--- config.mk ---
export PLATFORM = sky130hd
export DESIGN_NAME = i2c_gated_mem_slave
export DESIGN_NICKNAME = d
export VERILOG_FILES = /design/src/rtl/i2cm_pkg.sv /design/src/rtl/i2cm_line_sync.sv /design/src/rtl/i2cm_page_buf.sv /design/src/rtl/i2cm_wr_timer.sv /design/src/rtl/i2c_gated_mem_slave.sv
export SDC_FILE = /design/constraint.sdc
export NUM_CORES = 1
export LEC_CHECK = 0
export BUFFER_PORTS_ARGS = -buffer_cell sky130_fd_sc_hd__buf_2
export CORE_ASPECT_RATIO = 1.25
export CORE_UTILIZATION = 67
export CTS_CLUSTER_DIAMETER = 50
export DETAILED_ROUTE_END_ITERATION = 7
export PLACE_DENSITY = 0.86
export REMOVE_ABC_BUFFERS = 1
export SYNTH_ARGS = -nofsm -noshare
export SYNTH_HDL_FRONTEND = slang
export SYNTH_SLANG_ARGS = --single-unit
--- constraint.sdc ---
create_clock -name clk_i -period 7.14 [get_ports clk_i]
set_clock_uncertainty 0.15 [all_clocks]
set_input_delay 0.714 -clock clk_i [delete_from_list [all_inputs] [get_ports clk_i]]
set_output_delay 0.714 -clock clk_i [all_outputs]
set_load 0.01 [all_outputs]
--- src/rtl/i2cm_pkg.sv ---
package i2cm_pkg;
  typedef enum logic [3:0] {
    ST_IDLE, ST_DEV, ST_DACK, ST_ADDR, ST_AACK, ST_WDAT, ST_WACK, ST_TX, ST_RACK
  } i2cm_st_e;
endpackage

--- src/rtl/i2cm_line_sync.sv ---
module i2cm_line_sync #(
  parameter int STAGES = 2
) (
  input  logic clk_i,
  input  logic rst_ni,
  input  logic scl_i,
  input  logic sda_i,
  output logic sda_o,
  output logic scl_rise_o,
  output logic scl_fall_o,
  output logic start_o,
  output logic stop_o
);
  logic [STAGES-1:0] scl_ff, sda_ff;
  logic scl_p, sda_p;
  logic scl_s, sda_s;

  assign scl_s = scl_ff[STAGES-1];
  assign sda_s = sda_ff[STAGES-1];

  always_ff @(posedge clk_i or negedge rst_ni) begin
    if (!rst_ni) begin
      scl_ff <= '1;
      sda_ff <= '1;
      scl_p  <= 1'b1;
      sda_p  <= 1'b1;
    end else begin
      scl_ff <= {scl_ff[STAGES-2:0], scl_i};
      sda_ff <= {sda_ff[STAGES-2:0], sda_i};
      scl_p  <= scl_s;
      sda_p  <= sda_s;
    end
  end

  assign sda_o      = sda_s;
  assign scl_rise_o = scl_s & ~scl_p;
  assign scl_fall_o = ~scl_s & scl_p;
  assign start_o    = scl_s & scl_p & sda_p & ~sda_s;
  assign stop_o     = scl_s & scl_p & ~sda_p & sda_s;
endmodule

--- src/rtl/i2cm_page_buf.sv ---
module i2cm_page_buf #(
  parameter int DEPTH = 8,
  parameter int DW    = 8,
  localparam int IW   = $clog2(DEPTH)
) (
  input  logic          clk_i,
  input  logic          rst_ni,
  input  logic          clr_i,
  input  logic          put_i,
  input  logic [IW-1:0] put_idx_i,
  input  logic [DW-1:0] put_data_i,
  input  logic          drain_i,
  output logic          act_o,
  output logic          we_o,
  output logic [IW-1:0] idx_o,
  output logic [DW-1:0] data_o
);
  logic [DW-1:0]    dat_q [DEPTH];
  logic [DEPTH-1:0] vld_q;
  logic             act_q;
  logic [IW-1:0]    idx_q;

  for (genvar i = 0; i < DEPTH; i++) begin : g_ent
    always_ff @(posedge clk_i or negedge rst_ni) begin
      if (!rst_ni) begin
        dat_q[i] <= '0;
        vld_q[i] <= 1'b0;
      end else if (put_i && put_idx_i == IW'(i)) begin
        dat_q[i] <= put_data_i;
        vld_q[i] <= 1'b1;
      end else if ((clr_i && !act_q) || (act_q && idx_q == IW'(i))) begin
        vld_q[i] <= 1'b0;
      end
    end
  end

  always_ff @(posedge clk_i or negedge rst_ni) begin
    if (!rst_ni) begin
      act_q <= 1'b0;
      idx_q <= '0;
    end else if (drain_i) begin
      act_q <= 1'b1;
      idx_q <= '0;
    end else if (act_q) begin
      idx_q <= idx_q + IW'(1);
      if (idx_q == IW'(DEPTH - 1)) act_q <= 1'b0;
    end
  end

  assign act_o  = act_q;
  assign we_o   = act_q & vld_q[idx_q];
  assign idx_o  = idx_q;
  assign data_o = dat_q[idx_q];

  a_r6_no_put_while_drain: assert property (@(posedge clk_i) disable iff (!rst_ni)
    put_i |-> !act_q);
endmodule

--- src/rtl/i2cm_wr_timer.sv ---
module i2cm_wr_timer #(
  parameter int CYCLES = 1000000,
  localparam int CW    = $clog2(CYCLES + 1)
) (
  input  logic clk_i,
  input  logic rst_ni,
  input  logic load_i,
  output logic busy_o
);
  logic [CW-1:0] cnt_q;

  always_ff @(posedge clk_i or negedge rst_ni) begin
    if (!rst_ni)              cnt_q <= '0;
    else if (load_i)          cnt_q <= CW'(CYCLES);
    else if (cnt_q != '0)     cnt_q <= cnt_q - CW'(1);
  end

  assign busy_o = (cnt_q != '0);

  a_r6_load_when_idle: assert property (@(posedge clk_i) disable iff (!rst_ni)
    load_i |-> !busy_o);
endmodule

--- src/rtl/i2c_gated_mem_slave.sv ---
module i2c_gated_mem_slave
  import i2cm_pkg::*;
#(
  parameter int         MEM_AW     = 7,
  parameter int         PAGE_BYTES = 8,
  parameter logic [3:0] DEV_CODE   = 4'b1010,
  parameter logic [2:0] DEV_SEL    = 3'b000,
  parameter int         TWR_CYCLES = 1000000
) (
  input  logic              clk_i,
  input  logic              rst_ni,
  input  logic              mode_act_i,
  input  logic              scl_i,
  input  logic              sda_i,
  output logic              sda_oe_o,
  input  logic              wr_en_i,
  output logic [MEM_AW-1:0] mem_addr_o,
  output logic              mem_we_o,
  output logic [7:0]        mem_wdata_o,
  input  logic [7:0]        mem_rdata_i
);
  localparam int AW  = MEM_AW;
  localparam int PAW = $clog2(PAGE_BYTES);

  logic sda_s, scl_rise, scl_fall, start_det, stop_det;
  logic busy, commit, buf_clr, buf_put, buf_act;
  logic [PAW-1:0] buf_idx;

  i2cm_st_e         st_q;
  logic [3:0]       bit_cnt_q;
  logic [7:0]       shreg_q;
  logic [AW-1:0]    ptr_q;
  logic [AW-PAW-1:0] wr_page_q;
  logic             rd_q, mack_q, pending_q, sda_oe_q;

  i2cm_line_sync #(.STAGES(2)) i_sync (
    .clk_i, .rst_ni, .scl_i, .sda_i,
    .sda_o(sda_s), .scl_rise_o(scl_rise), .scl_fall_o(scl_fall),
    .start_o(start_det), .stop_o(stop_det)
  );

  assign commit  = mode_act_i & stop_det & pending_q & wr_en_i;
  assign buf_clr = start_det | (stop_det & ~commit) | ~mode_act_i;
  assign buf_put = mode_act_i & ~start_det & ~stop_det & (st_q == ST_WDAT)
                   & scl_fall & (bit_cnt_q == 4'd8);

  i2cm_page_buf #(.DEPTH(PAGE_BYTES), .DW(8)) i_buf (
    .clk_i, .rst_ni,
    .clr_i(buf_clr), .put_i(buf_put), .put_idx_i(ptr_q[PAW-1:0]),
    .put_data_i(shreg_q), .drain_i(commit),
    .act_o(buf_act), .we_o(mem_we_o), .idx_o(buf_idx), .data_o(mem_wdata_o)
  );

  i2cm_wr_timer #(.CYCLES(TWR_CYCLES)) i_tmr (
    .clk_i, .rst_ni, .load_i(commit), .busy_o(busy)
  );

  assign mem_addr_o = buf_act ? {wr_page_q, buf_idx} : ptr_q;
  assign sda_oe_o   = sda_oe_q;

  always_ff @(posedge clk_i or negedge rst_ni) begin
    if (!rst_ni) wr_page_q <= '0;
    else if (commit) wr_page_q <= ptr_q[AW-1:PAW];
  end

  always_ff @(posedge clk_i or negedge rst_ni) begin
    if (!rst_ni) begin
      st_q <= ST_IDLE; bit_cnt_q <= '0; shreg_q <= '0; ptr_q <= '0;
      rd_q <= 1'b0; mack_q <= 1'b0; pending_q <= 1'b0; sda_oe_q <= 1'b0;
    end else if (!mode_act_i || stop_det) begin
      st_q <= ST_IDLE; bit_cnt_q <= '0; pending_q <= 1'b0; sda_oe_q <= 1'b0;
    end else if (start_det) begin
      st_q <= ST_DEV; bit_cnt_q <= '0; pending_q <= 1'b0; sda_oe_q <= 1'b0;
    end else begin
      unique case (st_q)
        ST_DEV, ST_ADDR, ST_WDAT: begin
          if (scl_rise && bit_cnt_q != 4'd8) begin
            shreg_q   <= {shreg_q[6:0], sda_s};
            bit_cnt_q <= bit_cnt_q + 4'd1;
          end else if (scl_fall && bit_cnt_q == 4'd8) begin
            bit_cnt_q <= '0;
            if (st_q == ST_DEV) begin
              if (shreg_q[7:4] == DEV_CODE && shreg_q[3:1] == DEV_SEL && !busy) begin
                rd_q <= shreg_q[0]; sda_oe_q <= 1'b1; st_q <= ST_DACK;
              end else begin
                st_q <= ST_IDLE;
              end
            end else if (st_q == ST_ADDR) begin
              ptr_q <= shreg_q[AW-1:0]; sda_oe_q <= 1'b1; st_q <= ST_AACK;
            end else begin
              // page-local increment: upper bits fixed
              ptr_q <= {ptr_q[AW-1:PAW], ptr_q[PAW-1:0] + PAW'(1)};
              pending_q <= 1'b1; sda_oe_q <= 1'b1; st_q <= ST_WACK;
            end
          end
        end
        ST_DACK, ST_RACK: begin
          if (scl_rise) mack_q <= ~sda_s;
          if (scl_fall) begin
            if ((st_q == ST_DACK && rd_q) || (st_q == ST_RACK && mack_q)) begin
              shreg_q   <= mem_rdata_i;
              ptr_q     <= ptr_q + AW'(1);
              sda_oe_q  <= ~mem_rdata_i[7];
              bit_cnt_q <= 4'd1;
              st_q      <= ST_TX;
            end else begin
              sda_oe_q <= 1'b0;
              st_q     <= (st_q == ST_DACK) ? ST_ADDR : ST_IDLE;
            end
          end
        end
        ST_AACK, ST_WACK: begin
          if (scl_fall) begin
            sda_oe_q <= 1'b0; st_q <= ST_WDAT;
          end
        end
        ST_TX: begin
          if (scl_fall) begin
            if (bit_cnt_q == 4'd8) begin
              sda_oe_q <= 1'b0; bit_cnt_q <= '0; st_q <= ST_RACK;
            end else begin
              shreg_q   <= {shreg_q[6:0], 1'b0};
              sda_oe_q  <= ~shreg_q[6];
              bit_cnt_q <= bit_cnt_q + 4'd1;
            end
          end
        end
        default: ;
      endcase
    end
  end

  a_r1_idle_released: assert property (@(posedge clk_i) disable iff (!rst_ni)
    (st_q == ST_IDLE) |-> !sda_oe_o);
  a_r6_write_in_interval: assert property (@(posedge clk_i) disable iff (!rst_ni)
    mem_we_o |-> busy);
  a_r6_no_ack_while_busy: assert property (@(posedge clk_i) disable iff (!rst_ni)
    (st_q == ST_DACK) |-> !busy);
  a_r5_commit_needs_enable: assert property (@(posedge clk_i) disable iff (!rst_ni)
    $rose(busy) |-> $past(wr_en_i));
  a_r11_released_inactive: assert property (@(posedge clk_i) disable iff (!rst_ni)
    !mode_act_i |=> !sda_oe_o);
endmodule

==> run_results.csv, run 1 <==
group,metric,value,unit
clocking,numCtsBuffers,17,
yosys,synth.largest_area_cell,"dfrtp_1",
global_routing,grt_pass1_wl,26100,um
sta,fin_setup_tns,0,ns
clocking,clk_pin_slew_worst_paths,0.05,ns
outcome,status,"finished, final reports clean",
critical_path,worst-endpoint-arrival,2.41,ns
drt,vias_per_cell,6.45,
yosys,yosysWarnings,0,
yosys,ys_types,68,
clocking,cts.repair.resized,0,
yosys,ys_top_cells_by_area,"dfrtp_1, mux2_2, mux4_2",
global_routing,top_usage_layer,"met2",
placement,post-dp-hpwl,10300,um
drt,drtAntennaViolNets,0,
global_routing,track_usage,31.8,%
pwr,p_per_area,228,mW/mm2
yosys,syn_area,0.00711,mm2
cells_and_area,antenna_cells,0,
drt,dr.pass1.iters,4,
sta,maxSlewHeadroom,28.8,%
sta,grt_setup_unrepaired,"no",
die,start_util,69.7,%
clocking,clkLatencyLatePin,0.43,ns
hold_path,hp-start,"i_sync.sda_ff[0]",
run,drv_cap,0,
critical_path,critPathLaunch,"i_buf.idx_o[0]",
critical_path,crit_type,"reg2out",
critical_path,crit_required,6.28,ns
drt,wire_per_inst,20.3,um
yosys,synth.yosys.seq_area_share,46.9,%
pwr,vdd_ir_drop_max,0.169,mV
clocking,tritoncts,"built",
yosys,synth_cells,626,
drt,drc,0,
global_routing,met2_usage,56.6,%
pwr,p_leak,3.56,nW
die,io_pins,31,
die,die_h,117,um
die,die_w,94.2,um
drt,vias,5067,
global_routing,met3_usage,6.91,%
cells_and_area,finalInstanceArea,0.00790,mm2
global_routing,grt_pass1_vias,5225,
die,dieArea,0.0110,mm2
sta,timing.final.crit_share,45.9,%
critical_path,cp_max_fo,13,
hold_path,hp-class,"reg2reg",
die,row_count,41,
drt,wirelength,16000,um
clocking,root_buffer,"clkbuf_16",
sta,finalHoldViolations,0,
global_routing,grt_max_degree,87,
clocking,post-cts-setup-buffers,0,
placement,portBuffers,30,
placement,gp_congestion,0.866,
yosys,ys_ff_latch,133,
sta,min_period,3.28,ns
global_routing,grt_overflow,0,
yosys,synth_area_per_cell,11.4,um2
sta,slew_violations,0,
clocking,cts.path.max_buffers,2,
clocking,postCtsHoldBufs,0,
sta,tightest_slew,1.07,ns
placement,place_area,0.00726,mm2
pwr,power,1.80,mW
global_routing,grtUsageMet1,36.6,%
placement,post-place-ws,4.35,ns
cells_and_area,syn_to_final_growth,11.0,%
cells_and_area,n_fill_cell,612,
cells_and_area,fin_nets,676,
yosys,synth_top_area_share,44.7,%
global_routing,antenna_found_initial,0,
critical_path,rr_startpoint,"st_q[0]",
yosys,synth_edf_count,0,
drt,drtIter0Drc,351,
sta,setup_violations,0,
cells_and_area,drive_above_1_share,28.6,%
die,fp.coreArea,0.0102,mm2
yosys,synth_flop_cell,"dfrtp_1",
yosys,async_flop_share,100,%
critical_path,crit_path_end_kind,"output port",
clocking,clock_sinks,133,
critical_path,crit_path_start_kind,"register",
clocking,htreeDepth,4,
sta,clock.fmax,0.305,GHz
sta,fin_ws,3.86,ns
placed cells by master (no fill, tap or decap), types with 5 or more instances in the layout:
cell	Yosys	final
a211oi_1	6	6
a21oi_1	20	20
buf_2	5	29
buf_4	0	5
bufinv_16	0	5
clkbuf_16	0	17
dfrtp_1	127	127
dfstp_2	6	6
ha_1	16	16
inv_1	18	18
mux2_2	53	53
mux2_4	24	24
mux2i_1	5	5
mux4_2	18	18
nand2_1	88	88
nand2b_1	6	6
nand3_1	10	10
nor2_1	37	37
nor2b_1	7	7
nor3_1	13	13
nor4_1	8	8
o211ai_1	8	8
o21ai_0	24	24
or3_1	6	6
xnor2_1	12	12
xor2_1	5	5
metal layers:
| layer | wire length, um | share of wire (%) |
|---|---|---|
| met1 | 6260 | 39 |
| met2 | 8570 | 54 |
| met3 | 739 | 4.6 |
| met4 | 402 | 2.5 |
| met5 | 0 | 0 |
cell usage after synthesis, types with 4 or more instances:
cell type,n
ha_1,16
inv_1,18
o21ai_0,24
nor2_1,37
nand2b_1,6
mux2i_1,5
xor2_1,5
and2_1,4
a31oi_1,4
clkbuf_1,21
and3_1,4
mux4_2,18
dfstp_2,6
dfrtp_1,127
nand3_1,10
o211ai_1,8
mux2_2,53
o2111ai_1,4
nand2_1,88
nor4_1,8
buf_2,5
a21oi_1,20
mux2_4,24
xnor2_1,12
or3_1,6
nor3_1,13
a211oi_1,6
nor2b_1,7
stage by stage:
step	std cells	hold slack [ns]	utilization [%]
floorplan	593	0.195	-
finish	786	0.205	77.4
CTS	786	0.206	77.4
global placement	756	0.196	71.1
global route	786	0.207	77.4
detailed placement	756	0.198	71.1
power by group:
| group | switching [mW] | internal, mW |
|---|---|---|
| clock | 0.318 | 0.631 |
| combinational | 0.0349 | 0.0196 |
| sequential | 0.0308 | 0.764 |
flip-flops by register name (all words and copies together), names as in the netlist:
name and flops:
ptr_q 7, i_buf.idx_o 3, mack_q 1, i_sync.sda_p 1, i_tmr.cnt_q 20, rd_q 1
i_sync.sda_ff 2, i_buf.dat_q 64, pending_q 1, bit_cnt_q 4, st_q 4, i_sync.scl_p 1
i_buf.vld_q 8, wr_page_q 4, i_sync.scl_ff 2, shreg_q 8, sda_oe_o 1, i_buf.act_o 1
logic make-up after synthesis:
family	Yosys count	synth area share [%]
AND/OR/NAND/NOR	216	16.0
flip-flops	133	46.9
XOR/XNOR	17	2.09
multiplexers	100	19.9
adder cells (fa/ha/maj)	16	2.81
AO/OA/AOI/OAI	92	8.62
buffers and inverters	52	3.78
worst max-delay path, stage by stage (launching register included):
cell and delay, ns:
dfrtp_1 0.71, buf_4 0.38, mux4_2 0.55, nand2_1 0.11
nand2_1 0.09, buf_2 0.15
area by class of cell:
class / instances / area, um2 / share of cell area, %
inverter: 19 / 71.3 / 0.903
clock inverter: 10 / 179 / 2.27
sequential: 133 / 3340 / 42.2
clock buffer: 20 / 457 / 5.78
multi-input combinational: 441 / 3510 / 44.4
timing repair buffer: 34 / 183 / 2.31
tap: 129 / 161 / 2.04
path summary, 6_finish.rpt:
path	endpoint	slack, ns	cells past startpoint
max in group asynchronous	i_buf.dat_q[22]	5.29	2
worst max register to register	i_buf.dat_q[58]	4.54	5
worst min register to register	i_sync.sda_ff[1]	0.20	0
min in group asynchronous	i_buf.dat_q[52]	0.33	1
worst max-delay path	mem_wdata_o[0]	3.86	5
worst min-delay path	i_sync.sda_ff[1]	0.20	0
Power figures use the tool's default switching activity.
==> inputs of run 2 (changes only) <==
--- a/config.mk
+++ b/config.mk
@@ -5,12 +5,13 @@
 export SDC_FILE = /design/constraint.sdc
 export NUM_CORES = 1
 export LEC_CHECK = 0
+export ABC_AREA = 1
 export BUFFER_PORTS_ARGS = -buffer_cell sky130_fd_sc_hd__buf_2
 export CORE_ASPECT_RATIO = 1.25
-export CORE_UTILIZATION = 67
+export CORE_UTILIZATION = 56
 export CTS_CLUSTER_DIAMETER = 50
 export DETAILED_ROUTE_END_ITERATION = 7
-export PLACE_DENSITY = 0.86
+export PLACE_DENSITY = 0.76
 export REMOVE_ABC_BUFFERS = 1
 export SYNTH_ARGS = -nofsm -noshare
 export SYNTH_HDL_FRONTEND = slang
==> constraint.sdc (replaced) <==
create_clock -name clk_i -period 2.6 [get_ports clk_i]
set_clock_uncertainty 0.15 [all_clocks]
set_input_delay 0.26 -clock clk_i [delete_from_list [all_inputs] [get_ports clk_i]]
set_output_delay 0.26 -clock clk_i [all_outputs]
set_load 0.01 [all_outputs]
==> run 2 against run 1 <==
Register-to-register slack got worse by 4.2 ns. Critical path depth increased by 1. Sequential share of layout area decreased by 0.59 points. Die area increased by 19%. Largest cell class is now registers.
==> run_results.csv, run 2 <==
group,metric,value,unit
global_routing,grt_max_degree,75,
critical_path,slowest_delay,0.37,ns
cells_and_area,fin_nets,939,
drt,drtAntennaViolNets,0,
die,dieArea,0.0132,mm2
clocking,htreeDepth,4,
critical_path,critPathLaunch,"i_buf.idx_o[1]",
clocking,post-cts-setup-buffers,0,
critical_path,crit_required,2.19,ns
yosys,yosysWarnings,0,
global_routing,track_usage,28.0,%
global_routing,antenna_found_initial,0,
yosys,synthTopCellsByCount,"nand2_1, dfrtp_1, nor2_1, o21ai_0, inv_1",
pwr,p_leak,3.81,nW
placement,portBuffers,30,
sta,min_period,2.47,ns
critical_path,cp_num_cells,6,
critical_path,worst-endpoint-arrival,2.06,ns
yosys,synth_top_area_share,44.6,%
yosys,syn_area,0.00712,mm2
sta,maxSlewHeadroom,52.5,%
sta,setup_violations,0,
critical_path,rrSetupSlack,0.38,ns
yosys,synth.most_common_cell,"nand2_1",
yosys,ys_types,40,
placement,place_area,0.00739,mm2
yosys,synth_area_per_cell,8.10,um2
drt,drc,0,
critical_path,slowest_stage,"dfrtp_1",
drt,wire_per_inst,15.7,um
die,row_count,45,
cells_and_area,finalInstanceArea,0.00801,mm2
hold_path,whs_path_depth,5,
yosys,synth.largest_area_cell,"dfrtp_1",
die,start_util,58.0,%
critical_path,critPathTopFamily,"compound AO/OA/AOI/OAI gates",
pwr,vdd_ir_drop_max,0.420,mV
cells_and_area,antenna_cells,0,
critical_path,rr_startpoint,"i_sync.sda_ff[1]",
yosys,synth_cells,879,
cells_and_area,top_regs,"i_buf.dat_q (64), i_tmr.cnt_q (20)",
yosys,ys_ff_latch,133,
clocking,clk_pin_slew_worst_paths,0.06,ns
hold_path,hp-class,"in2reg",
die,io_pins,31,
drt,wirelength,17100,um
clocking,clock_sinks,133,
drt,vias,6096,
pwr,p_per_area,771,mW/mm2
cells_and_area,regMostFlops,"i_buf.dat_q",
run,drv_cap,0,
clocking,tritoncts,"built",
clocking,root_buffer,"clkbuf_16",
sta,finalHoldViolations,0,
sta,slew_violations,0,
yosys,synth_flop_cell,"dfrtp_1",
cells_and_area,largest_reg_flops,64,
yosys,ys_top_cells_by_area,"dfrtp_1, nand2_1, o21ai_0",
critical_path,path_cells,"inv_1 > o21ai_0 > o22ai_1 > nor2_1 > a31oi_1 > buf_2",
critical_path,cp-endpoint,"mem_wdata_o[4]",
placement,post-dp-hpwl,11700,um
outcome,status,"finished, final reports clean",
yosys,synth.yosys.seq_area_share,46.8,%
clocking,clkLatencyLatePin,0.42,ns
yosys,async_flop_share,100,%
cells_and_area,layout_common_cells,"nand2_1, dfrtp_1, nor2_1",
critical_path,crit_type,"reg2out",
critical_path,cp_num_buf_inv,2,
drt,dr.pass1.iters,5,
sta,tightest_slew,0.712,ns
hold_path,hp-start,"mem_rdata_i[5]",
global_routing,grt_overflow,0,
drt,vias_per_cell,5.61,
global_routing,grt_pass1_vias,5927,
critical_path,timing.rr.end,"i_buf.dat_q[3]",
yosys,synth_edf_count,0,
die,die_w,103,um
die,die_h,128,um
sta,grt_setup_unrepaired,"no",
critical_path,reg2regPathDepth,8,
clocking,cts.path.max_buffers,2,
sta,fin_setup_tns,0,ns
die,fp.coreArea,0.0123,mm2
cells_and_area,final_common_cell,"nand2_1",
critical_path,crit_path_end_kind,"output port",
clocking,numCtsBuffers,17,
global_routing,grt_pass1_wl,28200,um
cells_and_area,syn_to_final_growth,12.5,%
critical_path,crit_path_start_kind,"register",
cells_and_area,drive_above_1_share,14.1,%
placement,gp_congestion,0.948,
drt,drtIter0Drc,372,
critical_path,cp_max_fo,13,
sta,timing.final.crit_share,95.1,%
sta,clock.fmax,0.405,GHz
==> run 2: changes by cell type in the layout (fill, tap and decap cells not counted), moves of 18 or more <==
cell     before  now
nand2_1      88  205
o21ai_0      24   89
nor2_1       37  101
inv_1        18   71
mux2_2       53    0
nand3_1      10   51
o21ai_1       3   37
mux2_4       24    0
mux4_2       18    0
==> run 2: how the worst min path moves through the flow <==
stage | to | slack [ns]
6_report | shreg_q[5] | 0.04
5_1_grt | shreg_q[0] | 0.09
4_1_cts | shreg_q[5] | 0.04
3_5_place_dp | i_buf.dat_q[63] | 0.18
3_3_place_gp | i_buf.dat_q[63] | 0.18
2_1_floorplan | bit_cnt_q[0] | -0.19
==> run 2: repair_timing <==
item / in CTS / in global routing
hold buffers: 3 / 0
resized for setup: 0 / 1
setup endpoints to repair: 0 / 1
endpoints found under the hold margin: 69 / 0
==> run 2: where the power goes <==
part	internal, mW	total, mW	leakage, nW	switching (mW)
clock	1.46	2.37	0.282	0.911
sequential	2.21	2.37	1.74	0.166
combinational	0.381	1.43	1.79	1.05
==> run 2: kinds of logic (layout without fill, tap and decap cells) <==
| group | count (synthesis) | after routing | synth area share, % |
|---|---|---|---|
| flops | 133 | 133 | 46.8 |
| xor+xnor | 13 | 13 | 1.60 |
| compound gates | 202 | 202 | 16.4 |
| buf+inv | 110 | 153 | 6.71 |
| fa+ha+maj | 16 | 16 | 2.81 |
| simple gates | 405 | 405 | 25.7 |
==> run 2: final cells by class <==
cell class                 instances  area, um2
tap                              164        205
clock buffer                      20        457
inverter                          79        304
clock inverter                    12        129
timing repair buffer              42        270
fill                            1087       4270
sequential                       133       3340
multi-input combinational        636       3310
==> run 2: per-stage QoR <==
| stage | utilization, % | hold slack, ns | setup WS (ns) | cells | total power, mW |
|---|---|---|---|---|---|
| floorplan | - | -0.186 | 0.413 | 848 | 3.37 |
| global placement | 60.2 | 0.183 | 0.417 | 1051 | 3.80 |
| detailed placement | 60.2 | 0.184 | 0.380 | 1051 | 3.82 |
| CTS | 65.2 | 0.0367 | 0.0789 | 1086 | 6.20 |
| global route | 65.2 | 0.0924 | 0.0540 | 1086 | 6.48 |
| finish | 65.2 | 0.0386 | 0.128 | 1086 | 6.18 |
==> run 2: worst register-to-register path, stage by stage (launching register included) <==
cell and delay, ns:
dfstp_2 0.58, inv_1 0.05, nand4_1 0.17, nand2_2 0.17
inv_2 0.28, nand2_8 0.12, nor2_4 0.36, nand2_1 0.11
o21a_1 0.12
==> run 2: per-layer routing <==
| layer | vias to the layer above | GRT usage, % | wire length [um] |
|---|---|---|---|
| li1 | 2970 | - | - |
| met1 | 2910 | 33.6 | 7100 |
| met2 | 166 | 49.0 | 8820 |
| met3 | 50 | 4.31 | 571 |
| met4 | 0 | 12.5 | 561 |
| met5 | - | 0 | 0 |
